<file path="src/rtl/stlink_pkg.sv">
package stlink_pkg;

  typedef enum logic [2:0] {
    NT_DEACT      = 3'd0,
    NT_PEND_ACT   = 3'd1,
    NT_ACTIVE     = 3'd2,
    NT_PEND_DEACT = 3'd3,
    TE_DEACT      = 3'd4,
    TE_REQUEST    = 3'd5,
    TE_SYNCED     = 3'd6,
    TE_ACTIVE     = 3'd7
  } link_state_e;

  localparam logic [2:0] INFO0 = 3'd0;
  localparam logic [2:0] INFO1 = 3'd1;
  localparam logic [2:0] INFO2 = 3'd2;
  localparam logic [2:0] INFO3 = 3'd3;
  localparam logic [2:0] INFO4 = 3'd4;

  // Line code to send for a state; TE codes depend on live line flags.
  function automatic logic [2:0] info_for(link_state_e s, logic busy, logic sync);
    case (s)
      NT_PEND_ACT: info_for = INFO2;
      NT_ACTIVE:   info_for = INFO4;
      TE_REQUEST:  info_for = busy ? INFO0 : INFO1;
      TE_SYNCED:   info_for = sync ? INFO3 : INFO0;
      TE_ACTIVE:   info_for = INFO3;
      default:     info_for = INFO0;
    endcase
  endfunction

  function automatic link_state_e idle_of(logic nt);
    idle_of = nt ? NT_DEACT : TE_DEACT;
  endfunction

endpackage

</file>
<file path="src/rtl/stlink_frame_timer.sv">
module stlink_frame_timer #(
  parameter int TICKS = 256
) (
  input  logic clk,
  input  logic rst_n,
  input  logic run,
  input  logic frame_tick,
  output logic expire
);
  localparam int CW = (TICKS > 1) ? $clog2(TICKS) : 1;
  localparam logic [CW-1:0] LAST = CW'(TICKS - 1);

  logic [CW-1:0] cnt_q;

  assign expire = run && frame_tick && (cnt_q == LAST);

  always_ff @(posedge clk) begin
    if (!rst_n || !run)  cnt_q <= '0;
    else if (frame_tick) cnt_q <= expire ? '0 : cnt_q + 1'b1;
  end
endmodule

</file>
<file path="src/rtl/stlink_status_sel.sv">
module stlink_status_sel (
  input  logic clk,
  input  logic rst_n,
  input  logic frame_tick,
  input  logic act_req,
  input  logic deact_req,
  input  logic frame_sync,
  input  logic bus_active,
  output logic status_bit
);
  logic show_sync_q;

  always_ff @(posedge clk) begin
    if (!rst_n)          show_sync_q <= 1'b0;
    else if (frame_tick) show_sync_q <= act_req && !deact_req;
  end

  assign status_bit = show_sync_q ? frame_sync : bus_active;
endmodule

</file>
<file path="src/rtl/stlink_fsm.sv">
module stlink_fsm
  import stlink_pkg::*;
(
  input  logic        clk,
  input  logic        rst_n,
  input  logic        nt_mode,
  input  logic        frame_tick,
  input  logic        act_req,
  input  logic        deact_req,
  input  logic        det_info1,
  input  logic        frame_sync,
  input  logic        rx_abit,
  input  logic        bus_active,
  input  logic        timer_expire,
  output link_state_e state_q
);
  link_state_e state_d;
  logic        mode_mismatch;

  assign mode_mismatch = (nt_mode == state_q[2]);

  always_comb begin
    state_d = state_q;
    if (mode_mismatch) state_d = idle_of(nt_mode);
    else begin
      case (state_q)
        NT_DEACT:      if (!deact_req && (act_req || det_info1)) state_d = NT_PEND_ACT;
        NT_PEND_ACT:   if (deact_req) state_d = NT_PEND_DEACT;
                       else if (frame_sync) state_d = NT_ACTIVE;
        NT_ACTIVE:     if (deact_req) state_d = NT_PEND_DEACT;
                       else if (!frame_sync) state_d = NT_PEND_ACT;
        NT_PEND_DEACT: if (timer_expire) state_d = NT_DEACT;
        TE_DEACT:      if (deact_req) state_d = TE_DEACT;
                       else if (frame_sync) state_d = TE_SYNCED;
                       else if (act_req) state_d = TE_REQUEST;
        TE_REQUEST:    if (deact_req) state_d = TE_DEACT;
                       else if (frame_sync) state_d = TE_SYNCED;
        TE_SYNCED:     if (deact_req || !bus_active) state_d = TE_DEACT;
                       else if (frame_sync && rx_abit) state_d = TE_ACTIVE;
        TE_ACTIVE:     if (deact_req || !bus_active) state_d = TE_DEACT;
                       else if (!frame_sync || !rx_abit) state_d = TE_SYNCED;
        default:       state_d = idle_of(nt_mode);
      endcase
    end
  end

  always_ff @(posedge clk) begin
    if (!rst_n)          state_q <= idle_of(nt_mode);
    else if (frame_tick) state_q <= state_d;
  end

  assert_dr_wins_R5: assert property (@(posedge clk) disable iff (!rst_n)
    (frame_tick && deact_req && nt_mode && state_q == NT_DEACT) |=> state_q == NT_DEACT);

  assert_te_dr_idle_R10: assert property (@(posedge clk) disable iff (!rst_n)
    (frame_tick && deact_req && !nt_mode && state_q[2]) |=> state_q == TE_DEACT);
endmodule

</file>
<file path="src/rtl/stlink_act_ctrl.sv">
module stlink_act_ctrl
  import stlink_pkg::*;
#(
  parameter int TIMEOUT_TICKS = 256
) (
  input  logic       clk,
  input  logic       rst_n,
  input  logic       nt_mode,
  input  logic       frame_tick,
  input  logic       host_act_req,
  input  logic       host_deact_req,
  input  logic       det_info1,
  input  logic       frame_sync,
  input  logic       rx_abit,
  input  logic       bus_active,
  output logic [2:0] tx_info,
  output logic [2:0] state,
  output logic       status_bit
);
  link_state_e state_w;
  logic        timer_run;
  logic        timer_expire;

  assign timer_run = (state_w == NT_PEND_DEACT);

  stlink_frame_timer #(.TICKS(TIMEOUT_TICKS)) u_timer (
    .clk(clk), .rst_n(rst_n), .run(timer_run),
    .frame_tick(frame_tick), .expire(timer_expire)
  );

  stlink_fsm u_fsm (
    .clk(clk), .rst_n(rst_n), .nt_mode(nt_mode), .frame_tick(frame_tick),
    .act_req(host_act_req), .deact_req(host_deact_req), .det_info1(det_info1),
    .frame_sync(frame_sync), .rx_abit(rx_abit), .bus_active(bus_active),
    .timer_expire(timer_expire), .state_q(state_w)
  );

  stlink_status_sel u_status (
    .clk(clk), .rst_n(rst_n), .frame_tick(frame_tick),
    .act_req(host_act_req), .deact_req(host_deact_req),
    .frame_sync(frame_sync), .bus_active(bus_active), .status_bit(status_bit)
  );

  assign tx_info = info_for(state_w, bus_active, frame_sync);
  assign state   = state_w;

  assert_hold_between_ticks_R2: assert property (@(posedge clk) disable iff (!rst_n)
    !frame_tick |=> $stable(state));

  assert_pd_timed_R6: assert property (@(posedge clk) disable iff (!rst_n)
    (nt_mode && state_w == NT_PEND_DEACT && !timer_expire) |=> state_w == NT_PEND_DEACT);

  assert_expire_in_pd_R6: assert property (@(posedge clk) disable iff (!rst_n)
    timer_expire |-> state_w == NT_PEND_DEACT);

  assert_nt_codes_R3: assert property (@(posedge clk) disable iff (!rst_n)
    !state[2] |-> (tx_info == INFO0 || tx_info == INFO2 || tx_info == INFO4));

  assert_no_info1_on_busy_R7: assert property (@(posedge clk) disable iff (!rst_n)
    bus_active |-> tx_info != INFO1);
endmodule

</file>
<file path="config.mk">
export PLATFORM = sky130hd
export DESIGN_NAME = stlink_act_ctrl
export DESIGN_NICKNAME = d
export VERILOG_FILES = /design/src/rtl/stlink_pkg.sv /design/src/rtl/stlink_frame_timer.sv /design/src/rtl/stlink_status_sel.sv /design/src/rtl/stlink_fsm.sv /design/src/rtl/stlink_act_ctrl.sv
export SDC_FILE = /design/constraint.sdc
export NUM_CORES = 1
export LEC_CHECK = 0
export ABC_AREA = 1
export CAP_MARGIN = 20
export CORE_MARGIN = 2
export CORE_UTILIZATION = 30
export CTS_BUF_LIST = sky130_fd_sc_hd__clkbuf_4 sky130_fd_sc_hd__clkbuf_8
export DETAILED_ROUTE_END_ITERATION = 8
export DONT_BUFFER_PORTS = 1
export GPL_ROUTABILITY_DRIVEN = 1
export GPL_TIMING_DRIVEN = 1
export PLACE_DENSITY_LB_ADDON = 0.3
export REMOVE_ABC_BUFFERS = 1
export SLEW_MARGIN = 20
export SYNTH_ARGS = -nofsm -noshare
export SYNTH_HDL_FRONTEND = slang
export SYNTH_SLANG_ARGS = --single-unit
</file>
<file path="constraint.sdc">
create_clock -name clk -period 2.5 [get_ports clk]
set_input_delay 0.25 -clock clk [delete_from_list [all_inputs] [get_ports clk]]
set_output_delay 0.25 -clock clk [all_outputs]
set_load 0.01 [all_outputs]
</file>
==> results.txt <==
Status -> completed
CP Class -> reg2out
Synth Cell Area -> 796 um2
Post-Syn Instances -> 124
Largest area contributor in the netlist -> dfxtp_1
Register Area -> 270 um2
Post-DP HPWL -> 1380 um
Initial antenna violation count -> 0
Layout cells sized above 1 -> 8.73%
CTS tree -> done
Post-Syn Area per Cell -> 6.42 um2
Max cap viols -> 0
Power Density -> 511 nW/um2
Worst skew pair latency -> 270 ps
Post-route clock period utilization -> 69.9%
RSZ-0062 raised after global routing -> no
Area Overhead vs Synth -> 7.23%
Flops & latches, synth -> 12
Port buffer count -> 0
Die Ht -> 55.5 um
Num Clock Sinks -> 12
Crit. End Element -> output pin
Setup bufs post-CTS -> 0
Share of the synthesized area in the top cell type -> 22.6%
Seq/Total Area, Yosys -> 34.0%
Leak Pwr -> 0.403 nW
Final nets -> 138
CTS clk-pin slew, worst paths -> 80 ps
Post-CTS sizing -> 0
Crit path DAT -> 1500 ps
First-pass GRT wire length -> 3180 um
Final setup violating endpoints -> 0
Starting DRT DRC Count -> 34
Initial core utilization -> 31.8%
Area of the multi-input gates -> 448 um2
Max IR drop VDD -> 281 uV
Total GRT Usage -> 12.7%
Min Tclk post-route -> 1750 ps
Crit path max fanout -> 7
Worst slew margin -> 70.3%
Ys Warns -> 0
Drt total wl -> 1790 um
Post-route ant nets -> 0
Synth top area cells -> dfxtp_1, nand2_1, edfxtp_1
Via Count -> 770
Hold_ws -> 72.3 ps
Number of global-route vias before repair -> 749
H-tree Lvls -> 1
CTS buffer count -> 3
IO Pins -> 17
CTS Root Buffer Type -> clkbuf_4
Diode count -> 0
Rows -> 18
Final Skew -> 4.45 ps
Via/cell ratio -> 4.94
Post-synth cell types -> 25
Commonest cells after routing, fill and taps aside -> nand2_1, nor2_1, inv_1
Die area -> 3080 um2
Crit start category -> flip-flop
Clock Tree Buf Depth -> 2
Congestion Overflow GR -> 0
Die Wd -> 55.5 um
Achievable Freq -> 572 MHz
Core area -> 2500 um2
Commonest non-fill, non-tap cell in the layout -> nand2_1
Final Slew Violations -> 0
Min-delay worst type -> in2reg
DR pass1 iterations -> 4
WL/cell -> 11.4 um
Final Util -> 34.1%
Post-CTS Hold Buffers -> 0
Least-Margin Pin Slew -> 441 ps
Largest net degree at the start of global routing -> 10
Worst EP required -> 2250 ps
GPL Wtd Cong -> 0.822
Hold Fails Final Rpt -> 0
Dpl ws -> 764 ps
Setup TNS -> 0 ps
Design Power -> 0.000436 W
# fillers -> 280
Worst setup margin -> 752 ps
DR DRC count -> 0
Reg2Reg Setup Slack -> 750 ps
-- final cells by class --
type                            instances  share of cell area [%]
Multi-Input combinational cell         92                    52.5
Sequential cell                        12                    31.7
Inverter                               18                    7.92
Tap cell                               30                    4.40
Clock buffer                            4                    3.52
-- routing by layer --
layer / vias up / wire length (um) / track usage [%]
li1: 397 / - / -
met1: 346 / 801 / 15.4
met2: 27 / 858 / 20.6
met3: 0 / 127 / 6.09
met4: 0 / 0 / 2.09
met5: - / 0 / 0
-- per-stage QoR --
| step | instances | cell area [um2] |
|---|---|---|
| 2_1_floorplan | 122 | 786 |
| 3_3_place_gp | 152 | 823 |
| 3_5_place_dp | 152 | 823 |
| 4_1_cts | 156 | 853 |
| 5_1_grt | 156 | 853 |
| 6_report | 156 | 853 |
-- flip-flops by register name, indices dropped and copies added (netlist names) --
register and cells:
u_timer.cnt_q 8, u_status.show_sync_q 1, u_fsm.state_q 3
-- Yosys cell counts --
library cell and n:
nor3_4 1, nor2_1 23, nor2_2 1, o31ai_1 1, nor3_1 3, nand4_2 1, ha_1 1, nand2_2 1
xnor2_1 1, inv_2 2, a31oi_1 1, o21bai_2 1, o21ai_0 4, dfxtp_1 9, inv_1 16, nand3_1 8
o21ai_1 1, edfxtp_1 3, buf_2 1, clkbuf_2 1, a21oi_1 3, xor2_1 3, nand4_1 2, o41ai_1 1
nand2_1 35
-- power breakdown --
| group | switching [W] | internal, W | leakage (nW) | total, W |
|---|---|---|---|---|
| clock | 0.0000652 | 0.0000726 | 0.0184 | 0.000138 |
| combinational | 0.0000483 | 0.0000208 | 0.280 | 0.0000690 |
| sequential | 0.0000205 | 0.000208 | 0.104 | 0.000229 |
| total | 0.000134 | 0.000302 | 0.403 | 0.000436 |
-- worst paths after layout --
check / from / end / cells past startpoint
hold / removal: host_deact_req / u_status.show_sync_q / 1
hold reg to reg: u_status.show_sync_q / u_status.show_sync_q / 2
setup / recovery: u_fsm.state_q[1] / tx_info[0] / 3
setup reg to reg: u_fsm.state_q[2] / u_fsm.state_q[1] / 7
-- worst max-delay path: stages (launching register included) --
cell and delay (ps):
edfxtp_1 550, inv_1 150, nand2_1 110, o31ai_1 410
-- cell families after synthesis --
family          after synthesis  share of synthesized area, %
xor+xnor                      4                          4.40
simple gates                 75                          41.0
fa+ha+maj                     1                          1.57
flops                        12                          34.0
buf+inv                      20                          9.75
compound gates               12                          9.28
Note: power is estimated with default switching activity, not from simulation.
